**config.mk**
```make
export PLATFORM = sky130hd
export DESIGN_NAME = cascade_cmp_cap_timer
export DESIGN_NICKNAME = d
export VERILOG_FILES = /design/src/rtl/cct_pkg.sv /design/src/rtl/cct_slice.sv /design/src/rtl/cct_req_flag.sv /design/src/rtl/cct_capture.sv /design/src/rtl/cascade_cmp_cap_timer.sv
export SDC_FILE = /design/constraint.sdc
export NUM_CORES = 1
export LEC_CHECK = 0
export ABC_CLOCK_PERIOD_IN_PS = 2860
export BUFFER_PORTS_ARGS = -buffer_cell sky130_fd_sc_hd__buf_2
export CAP_MARGIN = 5
export CORE_MARGIN = 8
export CORE_UTILIZATION = 40
export CTS_BUF_LIST = sky130_fd_sc_hd__clkbuf_8
export CTS_CLUSTER_SIZE = 40
export DETAILED_ROUTE_END_ITERATION = 16
export GPL_ROUTABILITY_DRIVEN = 0
export PLACE_DENSITY = 0.61
export SYNTH_ARGS = -nofsm -noshare
export SYNTH_HDL_FRONTEND = slang
export SYNTH_HIERARCHICAL = 1
export SYNTH_SLANG_ARGS = --single-unit
```
**constraint.sdc**
```tcl
create_clock -name clk_i -period 2.86 [get_ports clk_i]
set_input_delay 0.429 -clock clk_i [delete_from_list [all_inputs] [get_ports clk_i]]
set_output_delay 0.429 -clock clk_i [all_outputs]
set_load 0.02 [all_outputs]
```
**src/rtl/cct_pkg.sv**
```systemverilog
package cct_pkg;
  localparam int unsigned TMR_W  = 8;
  localparam int unsigned N_TMR  = 2;
  localparam int unsigned SYNC_N = 2;

  typedef enum logic [1:0] {
    EDGE_NONE = 2'b00,
    EDGE_RISE = 2'b01,
    EDGE_FALL = 2'b10,
    EDGE_BOTH = 2'b11
  } edge_sel_e;
endpackage

```
**src/rtl/cct_slice.sv**
```systemverilog
module cct_slice #(
  parameter int unsigned W = 8
) (
  input  logic         clk_i,
  input  logic         rst_ni,
  input  logic         run_i,
  input  logic         inc_i,
  input  logic         restart_i,
  input  logic [W-1:0] data_i,
  output logic [W-1:0] cnt_o,
  output logic [W-1:0] lat_o
);
  logic [W-1:0] cnt_q, lat_q;

  always_ff @(posedge clk_i or negedge rst_ni) begin
    if (!rst_ni) begin
      cnt_q <= '0;
      lat_q <= '0;
    end else if (!run_i || restart_i) begin
      cnt_q <= '0;
      lat_q <= data_i;
    end else if (inc_i) begin
      cnt_q <= cnt_q + 1'b1;
    end
  end

  assign cnt_o = cnt_q;
  assign lat_o = lat_q;

  AST_STOP_CLEARS: assert property (@(posedge clk_i) disable iff (!rst_ni)
    !run_i |=> cnt_q == '0);
  AST_HOLD_NO_TICK: assert property (@(posedge clk_i) disable iff (!rst_ni)
    run_i && !inc_i && !restart_i |=> $stable(cnt_q));
  AST_LATCH_STEADY: assert property (@(posedge clk_i) disable iff (!rst_ni)
    run_i && !restart_i |=> $stable(lat_q));
endmodule

```
**src/rtl/cct_req_flag.sv**
```systemverilog
module cct_req_flag (
  input  logic clk_i,
  input  logic rst_ni,
  input  logic set_i,
  input  logic clr_i,
  input  logic en_i,
  output logic flag_o,
  output logic irq_o
);
  logic flag_q;

  always_ff @(posedge clk_i or negedge rst_ni) begin
    if (!rst_ni)     flag_q <= 1'b0;
    else if (set_i)  flag_q <= 1'b1;
    else if (clr_i)  flag_q <= 1'b0;
  end

  assign flag_o = flag_q;
  assign irq_o  = flag_q & en_i;

  AST_SET_WINS: assert property (@(posedge clk_i) disable iff (!rst_ni)
    set_i |=> flag_q);
  AST_CLR_DROPS: assert property (@(posedge clk_i) disable iff (!rst_ni)
    clr_i && !set_i |=> !flag_q);
  AST_FLAG_HOLD: assert property (@(posedge clk_i) disable iff (!rst_ni)
    !clr_i && !set_i |=> $stable(flag_q));
endmodule

```
**src/rtl/cct_capture.sv**
```systemverilog
module cct_capture
  import cct_pkg::*;
#(
  parameter int unsigned CW   = 16,
  parameter int unsigned SYNC = 2
) (
  input  logic          clk_i,
  input  logic          rst_ni,
  input  logic          en_i,
  input  logic [1:0]    sel_i,
  input  logic          pin_i,
  input  logic [CW-1:0] cnt_i,
  output logic          evt_o,
  output logic [CW-1:0] val_o
);
  logic [SYNC-1:0] sync_q;
  logic            prev_q;
  logic [CW-1:0]   val_q;
  logic            pin_s, rise, fall;
  edge_sel_e       sel;

  generate
    if (SYNC == 1) begin : g_sync1
      always_ff @(posedge clk_i or negedge rst_ni) begin
        if (!rst_ni) sync_q <= '0;
        else         sync_q <= pin_i;
      end
    end else begin : g_syncn
      always_ff @(posedge clk_i or negedge rst_ni) begin
        if (!rst_ni) sync_q <= '0;
        else         sync_q <= {sync_q[SYNC-2:0], pin_i};
      end
    end
  endgenerate

  assign pin_s = sync_q[SYNC-1];
  assign sel   = edge_sel_e'(sel_i);
  assign rise  = pin_s & ~prev_q;
  assign fall  = ~pin_s & prev_q;

  always_comb begin
    unique case (sel)
      EDGE_RISE: evt_o = en_i & rise;
      EDGE_FALL: evt_o = en_i & fall;
      EDGE_BOTH: evt_o = en_i & (rise | fall);
      default:   evt_o = 1'b0;
    endcase
  end

  always_ff @(posedge clk_i or negedge rst_ni) begin
    if (!rst_ni) begin
      prev_q <= 1'b0;
      val_q  <= '0;
    end else begin
      prev_q <= pin_s;
      if (evt_o) val_q <= cnt_i;
    end
  end

  assign val_o = val_q;

  AST_CAP_COPY: assert property (@(posedge clk_i) disable iff (!rst_ni)
    evt_o |=> val_q == $past(cnt_i));
  AST_CAP_STEADY: assert property (@(posedge clk_i) disable iff (!rst_ni)
    !evt_o |=> $stable(val_q));
  AST_CAP_OFF: assert property (@(posedge clk_i) disable iff (!rst_ni)
    !en_i |-> !evt_o);
endmodule

```
**src/rtl/cascade_cmp_cap_timer.sv**
```systemverilog
module cascade_cmp_cap_timer
  import cct_pkg::*;
(
  input  logic                 clk_i,
  input  logic                 rst_ni,
  input  logic                 tick_i,
  input  logic                 mode16_i,
  input  logic [N_TMR-1:0]     start_i,
  input  logic [TMR_W-1:0]     cmp0_data_i,
  input  logic [TMR_W-1:0]     cmp1_data_i,
  input  logic [N_TMR-1:0]     irq_en_i,
  input  logic [N_TMR-1:0]     flag_clr_i,
  input  logic                 cap_en_i,
  input  logic [1:0]           cap_sel_i,
  input  logic                 cap_in_i,
  input  logic                 cap_ien_i,
  input  logic                 cap_clr_i,
  output logic [2*TMR_W-1:0]   cnt_o,
  output logic [N_TMR-1:0]     flag_o,
  output logic                 cmp_irq_o,
  output logic [2*TMR_W-1:0]   cap_val_o,
  output logic                 cap_flag_o,
  output logic                 cap_irq_o
);
  localparam int unsigned CW = N_TMR * TMR_W;

  logic [N_TMR-1:0][TMR_W-1:0] cnt, lat, data;
  logic [N_TMR-1:0]            run, inc, restart, eq8, set, irq;
  logic                        eq16, cap_evt;

  assign data[0] = cmp0_data_i;
  assign data[1] = cmp1_data_i;
  assign eq16    = &eq8;

  // timer 1 becomes the high byte in cascade mode
  always_comb begin
    run[0]     = start_i[0];
    inc[0]     = tick_i;
    restart[0] = start_i[0] & tick_i & (mode16_i ? eq16 : eq8[0]);
    if (mode16_i) begin
      run[1]     = start_i[0];
      inc[1]     = tick_i & (cnt[0] == '1);
      restart[1] = restart[0];
    end else begin
      run[1]     = start_i[1];
      inc[1]     = tick_i;
      restart[1] = start_i[1] & tick_i & eq8[1];
    end
    set[0] = restart[0];
    set[1] = restart[1] & ~mode16_i;
  end

  generate
    for (genvar k = 0; k < N_TMR; k++) begin : g_tmr
      assign eq8[k] = (cnt[k] == lat[k]);

      cct_slice #(.W(TMR_W)) u_slice (
        .clk_i     (clk_i),
        .rst_ni    (rst_ni),
        .run_i     (run[k]),
        .inc_i     (inc[k]),
        .restart_i (restart[k]),
        .data_i    (data[k]),
        .cnt_o     (cnt[k]),
        .lat_o     (lat[k])
      );

      cct_req_flag u_flag (
        .clk_i  (clk_i),
        .rst_ni (rst_ni),
        .set_i  (set[k]),
        .clr_i  (flag_clr_i[k]),
        .en_i   (irq_en_i[k]),
        .flag_o (flag_o[k]),
        .irq_o  (irq[k])
      );
    end
  endgenerate

  assign cnt_o     = {cnt[1], cnt[0]};
  assign cmp_irq_o = irq[0] | (irq[1] & ~mode16_i);

  cct_capture #(.CW(CW), .SYNC(SYNC_N)) u_cap (
    .clk_i  (clk_i),
    .rst_ni (rst_ni),
    .en_i   (cap_en_i),
    .sel_i  (cap_sel_i),
    .pin_i  (cap_in_i),
    .cnt_i  (cnt_o),
    .evt_o  (cap_evt),
    .val_o  (cap_val_o)
  );

  cct_req_flag u_cap_flag (
    .clk_i  (clk_i),
    .rst_ni (rst_ni),
    .set_i  (cap_evt),
    .clr_i  (cap_clr_i),
    .en_i   (cap_ien_i),
    .flag_o (cap_flag_o),
    .irq_o  (cap_irq_o)
  );

  AST_RESTART_ZERO: assert property (@(posedge clk_i) disable iff (!rst_ni)
    restart[0] |=> cnt[0] == '0);
  AST_CASCADE_IRQ: assert property (@(posedge clk_i) disable iff (!rst_ni)
    mode16_i && !(flag_o[0] && irq_en_i[0]) |-> !cmp_irq_o);
  AST_CAP_IRQ_GATE: assert property (@(posedge clk_i) disable iff (!rst_ni)
    !cap_ien_i |-> !cap_irq_o);
endmodule

```
==> results.json, run 1 <==
{
  "rsz0062_at_grt": "no",
  "ios": 69,
  "cts-root-buf": "clkbuf_8",
  "rrSetupSlack_ns": 0.57,
  "grt_max_degree": 44,
  "p_sw_mw": 0.377,
  "num_vias": 1864,
  "vdd_drop_max_uv": 263,
  "leakagePower_nw": 1.67,
  "slowest_delay_ns": 0.54,
  "final_area_mm2": 0.00301,
  "pwr-share-seq": 0.579,
  "fin_nets": 341,
  "io_buffers": 68,
  "crit_start": "g_tmr[1].u_slice/cnt_o[2]$_DFFE_PN0P_",
  "synth_area_mm2": 0.00252,
  "status": "completed",
  "crit_type": "reg -> reg",
  "slew-limit-headroom": 0.392,
  "layout-drive-gt1-share": 0.327,
  "synth_fp_nets": 274,
  "internal_power_mw": 1.08,
  "cp-start-kind": "register",
  "first_global_vias": 1894,
  "utilization": 0.485,
  "setup_tns_ns": 0,
  "antenna_left": 0,
  "coreArea_mm2": 0.00620,
  "grt_usage": 0.127,
  "place_area_mm2": 0.00292,
  "hold_viol": 0,
  "antennaDiodeCount": 0,
  "synth_warnings": 6,
  "switching_share": 0.259,
  "syn_area_per_cell_um2": 10.6,
  "ctsResizeCount": 0,
  "cts_hold_buf": 0,
  "hold_path_class": "in -> reg",
  "hold_slack_ns": 0.234,
  "end_kind": "register",
  "crit_required_ns": 3.10,
  "wirelength_um": 5380,
  "drtPass1Iterations": 4,
  "hpwlAfterDp_um": 4120,
  "fp.dieW_um": 95.4,
  "synth-seq-cells": 54,
  "min_path_cells": 1,
  "areaGrowthSynthToFinish_pct": 19.4,
  "fp.dieH_um": 95.4,
  "drc": 0,
  "antenna_found_initial": 0,
  "postCtsSetupBuffers": 0,
  "p_clk_frac": 0.288,
  "hp-start": "cap_in_i",
  "path_max_fanout": 16,
  "vias_per_cell": 4.87,
  "clock.fmax_mhz": 437,
  "clk_path_buf_depth": 2,
  "cts_max_level": 2,
  "critical-path-top-delay-family": "simple AND/OR/NAND/NOR gates",
  "synth_edf_count": 0,
  "cap_violations": 0,
  "drt-initial-drc-count": 66,
  "netlist_instances": 238,
  "hold_path_end": "u_cap/sync_q[0]$_DFF_PN0_",
  "powerDensity_mw_per_mm2": 484,
  "worstMarginPinSlew_ns": 0.912,
  "yosysUniqueCellTypes": 31,
  "cp.arrival_ns": 2.53,
  "numCtsBuffers": 5,
  "pwr-share-comb": 0.133,
  "async_flop_share": 1.00,
  "synth-seq-area-share": 0.536,
  "critical-path-slowest-cell": "nand2b_1",
  "cp_num_buf_inv": 0,
  "die_area_mm2": 0.00910,
  "r2r.worst_path.cells": 7,
  "crit_chain": "xor2_1 -> nor4_1 -> nand2_1 -> a21oi_1 -> nand2b_1 -> nand2_1 -> nand2_1",
  "finalSetupViolCount": 0,
  "clock_sinks": 54,
  "tritoncts": "yes",
  "grt-ovfl-total": 0,
  "r2r_end": "g_tmr[0].u_slice/lat_o[6]$_DFFE_PN0N_",
  "start_util": 0.406,
  "synthFlopType": "dfrtp_1",
  "fin_skew_ns": 0.00561,
  "wl_per_cell_um": 14.1,
  "rr_startpoint": "g_tmr[1].u_slice/cnt_o[2]$_DFFE_PN0P_",
  "grt_pass1_wl_um": 9180,
  "insertion_delay_ns": 0.30,
  "post-route-period-util": 0.800,
  "cpMostUsedCell": "nand2_1",
  "report.final.slew_viol_count": 0,
  "std_cell_rows": 29,
  "clk_pin_slew_ns": 0.09,
  "period_needed_ns": 2.29
}
[layer usage]
layer  routed length (um)  track usage
met1                 2540        0.164
met2                 2470        0.197
met3                  320       0.0386
met4                   51       0.0448
met5                    0            0
[logic make-up (layout without fill, tap and decap cells)]
logic type / Yosys count / in the layout / share of synthesized area
flip-flops: 54 / 54 / 0.536
AND/OR/NAND/NOR: 101 / 101 / 0.197
adder cells (fa/ha/maj): 4 / 4 / 0.0199
multiplexers: 19 / 19 / 0.0839
buffers and inverters: 15 / 83 / 0.0273
AO/OA/AOI/OAI: 21 / 21 / 0.0526
XOR/XNOR: 24 / 24 / 0.0834
[synth_stat cells, types with 3 or more instances]
cell,n,area share
nand4_1,9,0.022
o21ai_0,7,0.014
xor2_1,21,0.073
dfrtp_1,54,0.54
buf_2,4,0.0079
inv_1,6,0.0089
mux2_2,17,0.076
a21o_1,4,0.012
nand3_1,6,0.012
clkbuf_1,4,0.0060
or3_1,6,0.015
and2_1,4,0.0099
nor2_1,11,0.016
xnor2_1,3,0.010
nand2_1,51,0.076
ha_1,4,0.020
a21oi_1,8,0.016
[power groups by stage]
stage,clock [mW],sequential (mW),combinational [mW]
2_1_floorplan,0,0.873,0.105
3_3_place_gp,0,0.859,0.193
3_5_place_dp,0,0.860,0.198
4_1_cts,0.440,0.844,0.199
5_1_grt,0.469,0.850,0.221
6_report,0.419,0.844,0.194
[state kept, by name, indices dropped and copies added (netlist names)]
register	flops
g_tmr.u_slice/lat_o	16
u_cap_flag/flag_o	1
u_cap/val_o	16
u_cap/sync_q	2
g_tmr.u_slice/cnt_o	16
u_cap/prev_q	1
g_tmr.u_flag/flag_o	2
[worst max-delay path by stage]
stage / endpoint / slack, ns / cells past startpoint
finish: g_tmr[0].u_slice/lat_o[6]$_DFFE_PN0N_ / 0.57 / 7
global route: g_tmr[0].u_slice/lat_o[4]$_DFFE_PN0N_ / 0.37 / 7
CTS: g_tmr[0].u_slice/lat_o[4]$_DFFE_PN0N_ / 0.53 / 7
detailed placement: g_tmr[0].u_slice/lat_o[4]$_DFFE_PN0N_ / 0.56 / 7
global placement: g_tmr[0].u_slice/lat_o[7]$_DFFE_PN0N_ / 0.60 / 7
floorplan: g_tmr[0].u_slice/lat_o[1]$_DFFE_PN0N_ / 0.90 / 9
[cell type report]
type                    count  area (um2)
inverters                   6        22.5
flip-flops and latches     54        1350
fillers                   588        3190
multi-input cells         169        1100
well taps                  77        96.3
clock buffers               6        82.6
repair buffers             69         348
clock inverters             2        8.76
[layout by cell type (no fill, tap or decap)]
cell type / n
nand4_2: 2
dfrtp_1: 54
nand2_1: 51
nand3_1: 6
and2b_1: 1
mux2_2: 17
ha_1: 4
or3_1: 6
buf_2: 68
o21ai_0: 7
nor3_2: 1
nand3b_1: 1
nor4_1: 2
xor2_1: 21
inv_1: 7
and3_1: 1
a21o_1: 4
nor2_1: 11
buf_4: 1
o21ai_2: 1
clkbuf_8: 6
and2_1: 4
mux2i_1: 2
clkinv_2: 1
nor2b_2: 1
nand4_1: 9
nor4_2: 1
nor2b_1: 2
a21oi_1: 8
a21boi_4: 1
nand2b_1: 2
xnor2_1: 3
[through the flow]
step	std cells	power, mW	worst slack [ns]
floorplan	238	0.978	0.896
global placement	375	1.05	0.602
detailed placement	375	1.06	0.561
CTS	383	1.48	0.534
global route	383	1.54	0.366
finish	383	1.46	0.571
Power figures use the tool's default switching activity.
==> inputs of run 2 (changes only) <==
Settings changed: ABC_CLOCK_PERIOD_IN_PS 2860 to 2000, PLACE_DENSITY 0.61 to 0.63.
Clock period 2.86 ns to 2 ns, I/O delays scaled along.
==> run 2 against run 1 <==
Worst hold slack got worse by 0.13 ns. Via count increased by 1.4%. Wire length rose by 1.6%. Sequential power grew 42%. Power rose by 52%. Largest power group unchanged. Utilization grew 2.2 points.
==> results.json, run 2 (synthesis gave the netlist of run 1 again) <==
{
  "first_global_vias": 1898,
  "die_area_mm2": 0.00910,
  "fin_nets": 354,
  "tritoncts": "yes",
  "numCtsBuffers": 5,
  "grt-ovfl-total": 0,
  "clk_pin_slew_ns": 0.10,
  "crit_chain": "xor2_1 -> nor4_2 -> nand4_1 -> a21oi_1 -> nand2b_1 -> buf_4 -> nand2_1 -> nand2_1",
  "internal_power_mw": 1.65,
  "worstMarginPinSlew_ns": 0.692,
  "pwr-share-comb": 0.134,
  "r2r.worst_path.cells": 8,
  "wl_per_cell_um": 13.8,
  "dp.cells": 388,
  "wl_met3_um": 310,
  "antenna_left": 0,
  "layout-drive-gt1-share": 0.367,
  "cts_hold_buf": 0,
  "drtPass1Iterations": 4,
  "status": "completed",
  "drc": 0,
  "vias_per_cell": 4.77,
  "rrSetupSlack_ns": 0.20,
  "hold_viol": 0,
  "path_max_fanout": 16,
  "cap_violations": 0,
  "place_area_mm2": 0.00303,
  "coreArea_mm2": 0.00620,
  "min_path_cells": 1,
  "clk_path_buf_depth": 2,
  "hp-start": "cap_in_i",
  "hpwlAfterDp_um": 4070,
  "report.final.slew_viol_count": 0,
  "fp.dieW_um": 95.4,
  "crit_required_ns": 2.24,
  "num_vias": 1890,
  "slowest_delay_ns": 0.45,
  "period_needed_ns": 1.80,
  "vdd_drop_max_uv": 337,
  "leakagePower_nw": 1.74,
  "slew-limit-headroom": 0.539,
  "hold_path_end": "u_cap/sync_q[0]$_DFF_PN0_",
  "post-route-period-util": 0.899,
  "fp.dieH_um": 95.4,
  "p_sw_mw": 0.569,
  "critical-path-slowest-cell": "dfrtp_1",
  "layout_commonest_cell": "buf_2",
  "cp-start-kind": "register",
  "cpMostUsedCell": "nand2_1",
  "drt-initial-drc-count": 109,
  "layout.cells.non_filler": 396,
  "areaGrowthSynthToFinish_pct": 24.7,
  "grt_pass1_wl_um": 9270,
  "antennaDiodeCount": 0,
  "io_buffers": 68,
  "wl_met2_um": 2440,
  "powerDensity_mw_per_mm2": 706,
  "hold_path_class": "in -> reg",
  "ios": 69,
  "m1WireLength_um": 2670,
  "setup_tns_ns": 0,
  "wirelength_um": 5470,
  "end_kind": "register",
  "antenna_found_initial": 0,
  "insertion_delay_ns": 0.30,
  "pwr-share-seq": 0.541,
  "grt_max_degree": 55,
  "finalSetupViolCount": 0,
  "std_cell_rows": 29,
  "r2r_end": "g_tmr[1].u_slice/lat_o[0]$_DFFE_PN0N_",
  "rsz0062_at_grt": "no",
  "crit_type": "reg -> reg",
  "grt_usage": 0.127,
  "fin_skew_ns": 0.00872,
  "p_clk_frac": 0.325,
  "hold_slack_ns": 0.0989,
  "highest_layer": "met4",
  "start_util": 0.406,
  "cts_max_level": 2,
  "utilization": 0.507,
  "layout_common_cells": "buf_2, nand2_1, dfrtp_1",
  "cp.arrival_ns": 2.04,
  "cts-root-buf": "clkbuf_8",
  "rr_startpoint": "g_tmr[0].u_slice/cnt_o[7]$_DFFE_PN0P_",
  "clock.fmax_mhz": 556,
  "clock_sinks": 54,
  "switching_share": 0.256,
  "final_area_mm2": 0.00314
}
[run 2: through the flow]
stage,power [mW],worst slack (ns)
2_1_floorplan,1.40,0.0360
3_3_place_gp,1.52,0.176
3_5_place_dp,1.53,0.156
4_1_cts,2.25,0.137
5_1_grt,2.34,0.0315
6_report,2.22,0.202
[run 2: how the worst max path moves through the flow]
stage | endpoint | depth (start not counted) | from
after detailed placement | g_tmr[1].u_slice/cnt_o[7]$_DFFE_PN0P_ | 6 | g_tmr[0].u_slice/cnt_o[2]$_DFFE_PN0P_
after global placement | g_tmr[1].u_slice/cnt_o[5]$_DFFE_PN0P_ | 6 | g_tmr[0].u_slice/cnt_o[2]$_DFFE_PN0P_
after global routing | g_tmr[1].u_slice/cnt_o[6]$_DFFE_PN0P_ | 6 | g_tmr[0].u_slice/cnt_o[4]$_DFFE_PN0P_
after CTS | g_tmr[1].u_slice/cnt_o[5]$_DFFE_PN0P_ | 6 | g_tmr[0].u_slice/cnt_o[2]$_DFFE_PN0P_
after floorplan | g_tmr[0].u_slice/lat_o[1]$_DFFE_PN0N_ | 9 | g_tmr[1].u_slice/cnt_o[0]$_DFFE_PN0P_
final | g_tmr[1].u_slice/lat_o[0]$_DFFE_PN0N_ | 8 | g_tmr[0].u_slice/cnt_o[7]$_DFFE_PN0P_
[run 2: worst max-delay path: cells and delay by family, from the launching register on]
family | cells | cell delay (ns)
simple gates | 5 | 0.73
flops | 1 | 0.45
buf+inv | 1 | 0.20
compound gates | 1 | 0.18
xor+xnor | 1 | 0.17
[run 2: timing repair]
| item | 4_1_cts | 5_1_grt |
|---|---|---|
| resized for setup | 0 | 4 |
| setup buffers | 0 | 0 |
| setup endpoints to repair | 0 | 3 |
[run 2: final cells by class]
class                           instances  area (um2)
Inverter                                6        22.5
Timing Repair Buffer                   82         458
Clock inverter                          3        41.3
Fill cell                             589        3060
Clock buffer                            5        68.8
Multi-Input combinational cell        169        1100
Sequential cell                        54        1360
Tap cell                               77        96.3
[run 2: layer usage]
layer / vias up / track usage
met5: - / 0
met3: 4 / 0.0331
met2: 45 / 0.190
met1: 884 / 0.173
li1: 957 / -
met4: 0 / 0.0423
[run 2: power groups by stage]
stage / logic, mW / clock network (mW) / registers [mW]
after floorplan: 0.150 / 0 / 1.25
after global placement: 0.300 / 0 / 1.22
after detailed placement: 0.304 / 0 / 1.22
after CTS: 0.305 / 0.748 / 1.20
after global routing: 0.334 / 0.794 / 1.21
final: 0.297 / 0.721 / 1.20
